==> src/rtl/sec_pkg.sv <==
package sec_pkg;
  localparam int OP_W   = 8;
  localparam int CTL_W  = 16;
  localparam int STAT_W = 8;
  localparam int ID_BIT  = 0;
  localparam int LVL_BIT = 8;

  localparam logic [OP_W-1:0] OP_SETPW  = 8'hF1;
  localparam logic [OP_W-1:0] OP_UNLOCK = 8'hF2;
  localparam logic [OP_W-1:0] OP_PREP   = 8'hF3;
  localparam logic [OP_W-1:0] OP_ERASE  = 8'hF4;
  localparam logic [OP_W-1:0] OP_FREEZE = 8'hF5;
  localparam logic [OP_W-1:0] OP_DISPW  = 8'hF6;

  typedef enum logic [1:0] {
    ST_NOPW     = 2'd0,
    ST_LOCKED   = 2'd1,
    ST_UNLOCKED = 2'd2,
    ST_FROZEN   = 2'd3
  } sec_state_e;

  typedef struct packed {
    logic setpw;
    logic unlock;
    logic prep;
    logic erase;
    logic freeze;
    logic dispw;
    logic other;
  } sec_cmd_t;

  typedef struct packed {
    sec_state_e st;
    logic       user_en;
    logic       master_en;
    logic       prepared;
    logic       lvl_max;
  } sec_ctx_t;

  function automatic logic [STAT_W-1:0] pack_status(input sec_ctx_t c);
    logic [STAT_W-1:0] s;
    s = '0;
    s[1:0] = c.st;
    s[2]   = c.user_en;
    s[3]   = c.master_en;
    s[4]   = c.prepared;
    s[5]   = c.lvl_max;
    return s;
  endfunction

  function automatic sec_state_e state_after_hrst(input sec_ctx_t c);
    if (c.st == ST_FROZEN) return c.user_en ? ST_UNLOCKED : ST_NOPW;
    return c.st;
  endfunction

  function automatic sec_state_e state_after_por(input sec_ctx_t c);
    return c.user_en ? ST_LOCKED : ST_NOPW;
  endfunction
endpackage

==> src/rtl/sec_decode.sv <==
module sec_decode
  import sec_pkg::*;
(
  input  logic            cmd_valid,
  input  logic [OP_W-1:0] cmd_op,
  output sec_cmd_t        cmd
);
  logic known;

  always_comb begin
    cmd        = '0;
    cmd.setpw  = cmd_valid && (cmd_op == OP_SETPW);
    cmd.unlock = cmd_valid && (cmd_op == OP_UNLOCK);
    cmd.prep   = cmd_valid && (cmd_op == OP_PREP);
    cmd.erase  = cmd_valid && (cmd_op == OP_ERASE);
    cmd.freeze = cmd_valid && (cmd_op == OP_FREEZE);
    cmd.dispw  = cmd_valid && (cmd_op == OP_DISPW);
    known = cmd.setpw | cmd.unlock | cmd.prep | cmd.erase | cmd.freeze | cmd.dispw;
    cmd.other  = cmd_valid && !known;
  end

  // decoded strobes are mutually exclusive
  always_comb begin
    a_r11_onehot_cmd: assert ($onehot0(cmd))
      else $error("decoder produced more than one command");
  end
endmodule

==> src/rtl/sec_policy.sv <==
module sec_policy
  import sec_pkg::*;
(
  input  sec_ctx_t ctx,
  input  sec_cmd_t cmd,
  input  logic     pw_match,
  input  logic     id_master,
  input  logic     lvl_bit,
  output sec_ctx_t nxt,
  output logic     acc_abort,
  output logic     acc_done,
  output logic     acc_erase
);
  logic frozen, locked;

  assign frozen = (ctx.st == ST_FROZEN);
  assign locked = (ctx.st == ST_LOCKED);

  always_comb begin
    nxt       = ctx;
    acc_abort = 1'b0;
    acc_done  = 1'b0;
    acc_erase = 1'b0;
    if (|cmd) nxt.prepared = 1'b0;

    if (cmd.setpw) begin
      if (frozen || locked) acc_abort = 1'b1;
      else begin
        acc_done = 1'b1;
        if (id_master) nxt.master_en = 1'b1;
        else begin
          nxt.user_en = 1'b1;
          nxt.st      = ST_UNLOCKED;
          nxt.lvl_max = lvl_bit;
        end
      end
    end

    if (cmd.unlock) begin
      if (frozen || !pw_match) acc_abort = 1'b1;
      else begin
        acc_done = 1'b1;
        if (locked) nxt.st = ST_UNLOCKED;
      end
    end

    if (cmd.prep) begin
      if (frozen) acc_abort = 1'b1;
      else begin
        acc_done     = 1'b1;
        nxt.prepared = 1'b1;
      end
    end

    if (cmd.erase) begin
      if (frozen || !ctx.prepared || !pw_match) acc_abort = 1'b1;
      else begin
        acc_done    = 1'b1;
        acc_erase   = 1'b1;
        nxt.user_en = 1'b0;
        nxt.st      = ST_NOPW;
        nxt.lvl_max = 1'b0;
      end
    end

    if (cmd.freeze) begin
      if (locked) acc_abort = 1'b1;
      else begin
        acc_done = 1'b1;
        nxt.st   = ST_FROZEN;
      end
    end

    if (cmd.dispw) begin
      if (frozen || locked || !pw_match) acc_abort = 1'b1;
      else begin
        acc_done    = 1'b1;
        nxt.user_en = 1'b0;
        nxt.st      = ST_NOPW;
        nxt.lvl_max = 1'b0;
      end
    end
  end
endmodule

==> src/rtl/sec_state_reg.sv <==
module sec_state_reg
  import sec_pkg::*;
(
  input  logic     clk,
  input  logic     rst_n,
  input  logic     por_evt,
  input  logic     hrst_evt,
  input  sec_cmd_t cmd,
  input  logic     pw_match,
  input  sec_ctx_t nxt,
  input  logic     acc_abort,
  input  logic     acc_done,
  input  logic     acc_erase,
  output sec_ctx_t ctx_q,
  output logic     abort_q,
  output logic     done_q,
  output logic     erase_q
);
  logic any_evt;
  assign any_evt = por_evt | hrst_evt;

  always_ff @(posedge clk) begin
    if (!rst_n) begin
      ctx_q   <= '0;
      abort_q <= 1'b0;
      done_q  <= 1'b0;
      erase_q <= 1'b0;
    end else if (por_evt) begin
      ctx_q.st       <= state_after_por(ctx_q);
      ctx_q.prepared <= 1'b0;
      abort_q <= 1'b0;
      done_q  <= 1'b0;
      erase_q <= 1'b0;
    end else if (hrst_evt) begin
      ctx_q.st       <= state_after_hrst(ctx_q);
      ctx_q.prepared <= 1'b0;
      abort_q <= 1'b0;
      done_q  <= 1'b0;
      erase_q <= 1'b0;
    end else begin
      ctx_q   <= nxt;
      abort_q <= acc_abort;
      done_q  <= acc_done;
      erase_q <= acc_erase;
    end
  end

  // frozen rejects every lock-changing command
  a_r3_frozen_abort: assert property (@(posedge clk) disable iff (!rst_n)
    (ctx_q.st == ST_FROZEN && !any_evt &&
     (cmd.setpw || cmd.unlock || cmd.prep || cmd.erase || cmd.dispw))
    |=> (abort_q && ctx_q.st == ST_FROZEN));

  // frozen persists without a reset event
  a_r4_frozen_sticky: assert property (@(posedge clk) disable iff (!rst_n)
    (ctx_q.st == ST_FROZEN && !any_evt) |=> (ctx_q.st == ST_FROZEN));

  // an erase request only follows a prepared condition
  a_r6_erase_needs_prep: assert property (@(posedge clk) disable iff (!rst_n)
    erase_q |-> $past(ctx_q.prepared));

  // master flag is never dropped by commands or events
  a_r7_master_kept: assert property (@(posedge clk) disable iff (!rst_n)
    ctx_q.master_en |=> ctx_q.master_en);

  // unlock mismatch from locked keeps the lock
  a_r9_unlock_mismatch: assert property (@(posedge clk) disable iff (!rst_n)
    (ctx_q.st == ST_LOCKED && cmd.unlock && !pw_match && !any_evt)
    |=> (abort_q && ctx_q.st == ST_LOCKED));

  // verdict pulses are exclusive
  a_r11_exclusive: assert property (@(posedge clk) disable iff (!rst_n)
    !(abort_q && done_q));

  // a command coinciding with an event produces no verdict
  a_r11_event_drop: assert property (@(posedge clk) disable iff (!rst_n)
    any_evt |=> (!abort_q && !done_q && !erase_q));
endmodule

==> src/rtl/sec_mode_ctrl.sv <==
module sec_mode_ctrl
  import sec_pkg::*;
(
  input  logic              clk,
  input  logic              rst_n,
  input  logic              por_evt,
  input  logic              hrst_evt,
  input  logic              cmd_valid,
  input  logic [OP_W-1:0]   cmd_op,
  input  logic [CTL_W-1:0]  ctl_word,
  input  logic              pw_match,
  output logic              abort,
  output logic              done,
  output logic              erase_req,
  output logic              sec_level,
  output logic [STAT_W-1:0] status
);
  sec_cmd_t cmd_w;
  sec_ctx_t ctx_w, nxt_w;
  logic     acc_abort_w, acc_done_w, acc_erase_w;

  sec_decode u_dec (
    .cmd_valid (cmd_valid),
    .cmd_op    (cmd_op),
    .cmd       (cmd_w)
  );

  sec_policy u_pol (
    .ctx       (ctx_w),
    .cmd       (cmd_w),
    .pw_match  (pw_match),
    .id_master (ctl_word[ID_BIT]),
    .lvl_bit   (ctl_word[LVL_BIT]),
    .nxt       (nxt_w),
    .acc_abort (acc_abort_w),
    .acc_done  (acc_done_w),
    .acc_erase (acc_erase_w)
  );

  sec_state_reg u_reg (
    .clk       (clk),
    .rst_n     (rst_n),
    .por_evt   (por_evt),
    .hrst_evt  (hrst_evt),
    .cmd       (cmd_w),
    .pw_match  (pw_match),
    .nxt       (nxt_w),
    .acc_abort (acc_abort_w),
    .acc_done  (acc_done_w),
    .acc_erase (acc_erase_w),
    .ctx_q     (ctx_w),
    .abort_q   (abort),
    .done_q    (done),
    .erase_q   (erase_req)
  );

  assign status    = pack_status(ctx_w);
  assign sec_level = ctx_w.lvl_max;

  // level output tracks the packed status
  a_r13_level_mirror: assert property (@(posedge clk) disable iff (!rst_n)
    sec_level == status[5]);
endmodule

==> config.mk <==
export PLATFORM = sky130hd
export DESIGN_NAME = sec_mode_ctrl
export DESIGN_NICKNAME = d
export VERILOG_FILES = /design/src/rtl/sec_pkg.sv /design/src/rtl/sec_decode.sv /design/src/rtl/sec_policy.sv /design/src/rtl/sec_state_reg.sv /design/src/rtl/sec_mode_ctrl.sv
export SDC_FILE = /design/constraint.sdc
export NUM_CORES = 1
export LEC_CHECK = 0
export BUFFER_PORTS_ARGS = -buffer_cell sky130_fd_sc_hd__buf_2
export CORE_MARGIN = 5
export CORE_UTILIZATION = 47
export CTS_BUF_LIST = sky130_fd_sc_hd__clkbuf_2
export DETAILED_ROUTE_END_ITERATION = 16
export PLACE_DENSITY = 0.86
export SYNTH_ARGS = -nofsm -noshare
export SYNTH_HDL_FRONTEND = slang
export SYNTH_HIERARCHICAL = 1
export SYNTH_SLANG_ARGS = --single-unit
==> constraint.sdc <==
create_clock -name clk -period 2.98 [get_ports clk]
set_input_delay 0.298 -clock clk [delete_from_list [all_inputs] [get_ports clk]]
set_output_delay 0.298 -clock clk [all_outputs]
set_load 0.05 [all_outputs]
# == Yosys cells after proc, flatten, opt, wreduce, memory -nomap -nowiden ==
# Cells that the tools add are included.
# classes
add_sub_neg,0
mul,0
div,0
magnitude_cmp,0
n_eq_ne,9
shifts,0
mux,58
bitwise,10
reduce_logical,20
# ops
operator,n
$eq A8 B8 Y1 const B,6
$mux W1,41
$mux W2,10
$mux W3,5
$mux W4,2
$logic_and A1 B1 Y1,7
$reduce_or A7 Y1,1
$logic_or A1 B1 Y1,5
$not A1 Y1,5
$or A1 B1 Y1,5
$reduce_and A5 Y1,1
$reduce_or A4 Y1,1
$logic_not A1 Y1,3
$ne A3 B2 Y1 const B,1
$reduce_or A3 Y1,1
$eq A2 B1 Y1 const B,1
$eq A2 B2 Y1 const B,1
$reduce_and A2 Y1,1
# word_totals
reg_bits,9
latchBits,0
ramBits,0
rom_bits,0
in_bits,30
wordCells,105
mem_count,0

# == Logic depth before layout (Yosys ltp) ==
# logic_depth
depth_word,15
depth_mapped,8
ltp_nobuf,8

# == By module ==
# The synthesis kept the hierarchy.
# by_module_without_submodules
mod,instances,cells_per_inst,area_each_um2,seq_area_each_um2
sec_state_reg,1,32,332.8,180.2
sec_policy,1,37,231.5,0.0
sec_decode,1,16,113.9,0.0
sec_mode_ctrl,1,4,26.3,0.0

# == Worst setup path after synthesis ==
# OpenSTA, ideal clock, no wires.
# synth_timing
path_kind,in2reg
startpoint,input port cmd_op[3]
endpoint,register u_reg/ctx_q[5] (netlist name)
setup_time_ns,0.073
arrival_time_ns,1.838
path_slack_ns,1.068
path_stages,8
path_buffers,0
path_cell_list,nand4b_4 nor4_1 nor3b_2 a311oi_1 o21ai_0 nor2b_1 a31oi_1 nor3b_2
# synth_lines
item,line,source
from (decl),sec_mode_ctrl.sv:9,"input logic [OP_W-1:0] cmd_op,"
to (signal assigned),sec_state_reg.sv:41,ctx_q <= nxt;
to (decl),sec_state_reg.sv:14,"output sec_ctx_t ctx_q,"

==> results.sh <==
export IMPL_status="complete, no violations"
export IMPL_antenna_found_initial=0
export IMPL_worstPathArrival_ns=2.06
export IMPL_grt_start_max_net_pins=14
export IMPL_yosysWarningCount=6
export IMPL_worstPathRequired_ns=3.13
export IMPL_grt_pass1_wl_um=2840
export IMPL_nNetsFinal=149
export IMPL_maxSlewHeadroom=0.513
export IMPL_grt_pass1_vias=683
export IMPL_clock_latency_ns=0.25
export IMPL_final_setup_worst_slack_ns=1.07
export IMPL_worstSetupStartpointType="input port"
export IMPL_crit_path_end_kind="flop"
export IMPL_grt_ovfl_total=0
export IMPL_tightest_slew_ns=0.724
export IMPL_syn_cell_area_um2=704
export IMPL_die_area_um2=2370
export IMPL_p_per_area_nw_per_um2=285
export IMPL_yosysSeqAreaShare=0.256
export IMPL_cts_num_sinks=9
export IMPL_fin_crit_ns=1.91
export IMPL_coreArea_um2=1470
export IMPL_layout_commonest_cell="buf_2"
export IMPL_viasPerCell=5.80
export IMPL_gp_congestion=0.841
export IMPL_hpwl_um=1410
export IMPL_syn2layout_area_growth_pct=22.9
export IMPL_finClkSkew_ns=0.00410
export IMPL_critPathMaxFanout=7
export IMPL_start_util=0.479
export IMPL_ioPinCount=42
export IMPL_cts_root_buffer="clkbuf_2"
export IMPL_fmax_mhz=523
export IMPL_fp_dieH_um=48.7
export IMPL_post_cts_setup_buffer_count=0
export IMPL_synth_area_leaders="dfxtp_1 (26%), o21ai_0 (5.7%), nor4_1 (5.3%)"
export IMPL_die_w_um=48.7
export IMPL_slew_viol_final=0
export IMPL_dr_total_vias=777
export IMPL_synth_cell_types=34
export IMPL_cts_resized=0
export IMPL_layout_common_cells="buf_2 (25), nand2_1 (9), dfxtp_1 (9)"
export IMPL_wl_um=1770
export IMPL_crit_path_cell_trace="buf_2 > nand4b_4 > nor4_1 > nand2_1 > o22ai_2 > o21ai_0 > nor2b_1 > a31oi_1 > nor3b_2"
export IMPL_clk_pin_slew_ns=0.09
export IMPL_power_leakage_nw=0.381
export IMPL_ys_ff_latch=9
export IMPL_path_buf_inv=1
export IMPL_diodes=0
export IMPL_syn_area_per_cell_um2=7.91
export IMPL_ant_nets=0
export IMPL_hold_viol_final=0
export IMPL_ir_drop_mv=0.258
export IMPL_synth_top_area_frac=0.256
export IMPL_postSynthCellCount=89
export IMPL_cts_buffers=3
export IMPL_portBuffers=25
export IMPL_dpl_worst_slack_ns=0.784
export IMPL_cpMaxStageDelayCell="nor4_1"
export IMPL_wl_per_cell_um=13.2
export IMPL_drtPass1Iterations=4
export IMPL_yosys_area_top_type="dfxtp_1"
export IMPL_rows=14
export IMPL_hp_class="input port to flop"
export IMPL_critical_path_top_delay_family="simple AND/OR/NAND/NOR gates"
export IMPL_drt_iter0_drc=19
export IMPL_critPathMaxStageDelay_ns=0.54
export IMPL_cts_tree="built"
export IMPL_worstSetupPathType="input port to flop"
export IMPL_track_usage=0.148
export IMPL_drcViolationCount=0
export IMPL_cap_violations=0
export IMPL_layout_drive_gt1_share=0.356
export IMPL_clock_path_buffers=2
export IMPL_cts_hold_buf=0
export IMPL_finalSetupTns_ns=0
export IMPL_rsz0062_at_grt="no"
export IMPL_setup_viol=0
export IMPL_htreeDepth=1
export IMPL_period_share=0.641
==> synthesized netlist by cell type <==
| library cell | instances |
|---|---|
| dfxtp_1 | 9 |
| nand2_1 | 9 |
| nor2_1 | 8 |
| o21ai_0 | 8 |
| nor4_1 | 6 |
| nand2b_1 | 5 |
| and3_1 | 4 |
| buf_4 | 4 |
| inv_1 | 4 |
| a21boi_2 | 3 |
| a21oi_1 | 2 |
| a31oi_1 | 2 |
| mux2i_1 | 2 |
| nor3_1 | 2 |
| nor3b_2 | 2 |
| a21bo_1 | 1 |
| a221o_1 | 1 |
| a311o_1 | 1 |
| a311oi_1 | 1 |
| a31o_2 | 1 |
| and3_2 | 1 |
| conb_1 | 1 |
| nand3_1 | 1 |
| nand3b_1 | 1 |
| nand4b_1 | 1 |
| nand4b_4 | 1 |
| nor2_2 | 1 |
| nor2b_1 | 1 |
| nor3b_1 | 1 |
| nor4b_1 | 1 |
| o211ai_1 | 1 |
| o22ai_1 | 1 |
| o22ai_2 | 1 |
| o41a_1 | 1 |
==> per-layer routing <==
metal | track usage | vias up | share of wire
li1 | - | 386 | -
met1 | 0.167 | 331 | 0.43
met2 | 0.233 | 48 | 0.43
met3 | 0.0368 | 12 | 0.096
met4 | 0.121 | 0 | 0.045
met5 | 0 | - | 0
==> final timing paths <==
kind | start | endpoint | slack [ns] | depth (start not counted)
hold reg to reg | u_reg/ctx_q[2]$_SDFFE_PN0P_ | u_reg/ctx_q[2]$_SDFFE_PN0P_ | 0.53 | 2
setup reg to reg | u_reg/ctx_q[4]$_SDFFE_PN0P_ | u_reg/ctx_q[5]$_SDFFE_PN0P_ | 1.39 | 6
setup / recovery | cmd_op[3] | u_reg/ctx_q[5]$_SDFFE_PN0P_ | 1.07 | 9
hold / removal | por_evt | u_reg/ctx_q[5]$_SDFFE_PN0P_ | 0.29 | 2
==> kinds of logic after synthesis <==
group,after synthesis,synth area share
AO/OA/AOI/OAI,24,0.258
AND/OR/NAND/NOR,45,0.389
other,1,0.00532
multiplexers,2,0.0284
flip-flops,9,0.256
buffers and inverters,8,0.0639
==> where the power goes <==
| group | leakage (nW) | internal, mW | switching [mW] | total (mW) |
|---|---|---|---|---|
| clock | 0.0166 | 0.0357 | 0.0440 | 0.0796 |
| combinational | 0.291 | 0.0158 | 0.0277 | 0.0434 |
| sequential | 0.0726 | 0.121 | 0.00241 | 0.123 |
==> sequential cells by signal, summed over array words and instances (netlist names) <==
| signal | count |
|---|---|
| u_reg/erase_q | 1 |
| u_reg/abort_q | 1 |
| u_reg/ctx_q | 6 |
| u_reg/done_q | 1 |
==> per-stage QoR <==
step                      std cells  utilization  area, um2  total power [mW]  hold WS (ns)
after floorplan                  90            -        708             0.151         0.368
after global placement          130        0.575        846             0.168         0.500
after CTS                       134        0.588        866             0.249         0.271
final                           134        0.588        866             0.246         0.288
after global routing            134        0.588        866             0.261         0.265
after detailed placement        130        0.575        846             0.169         0.520
==> cell type report <==
cell class              count  area (um2)
fillers                   142         606
multi-input cells          73         483
flip-flops and latches      9         180
repair buffers             28         148
clock buffers               4        20.0
well taps                  16        20.0
inverters                   4        15.0
No activity file was read; power rests on OpenSTA's default activity.
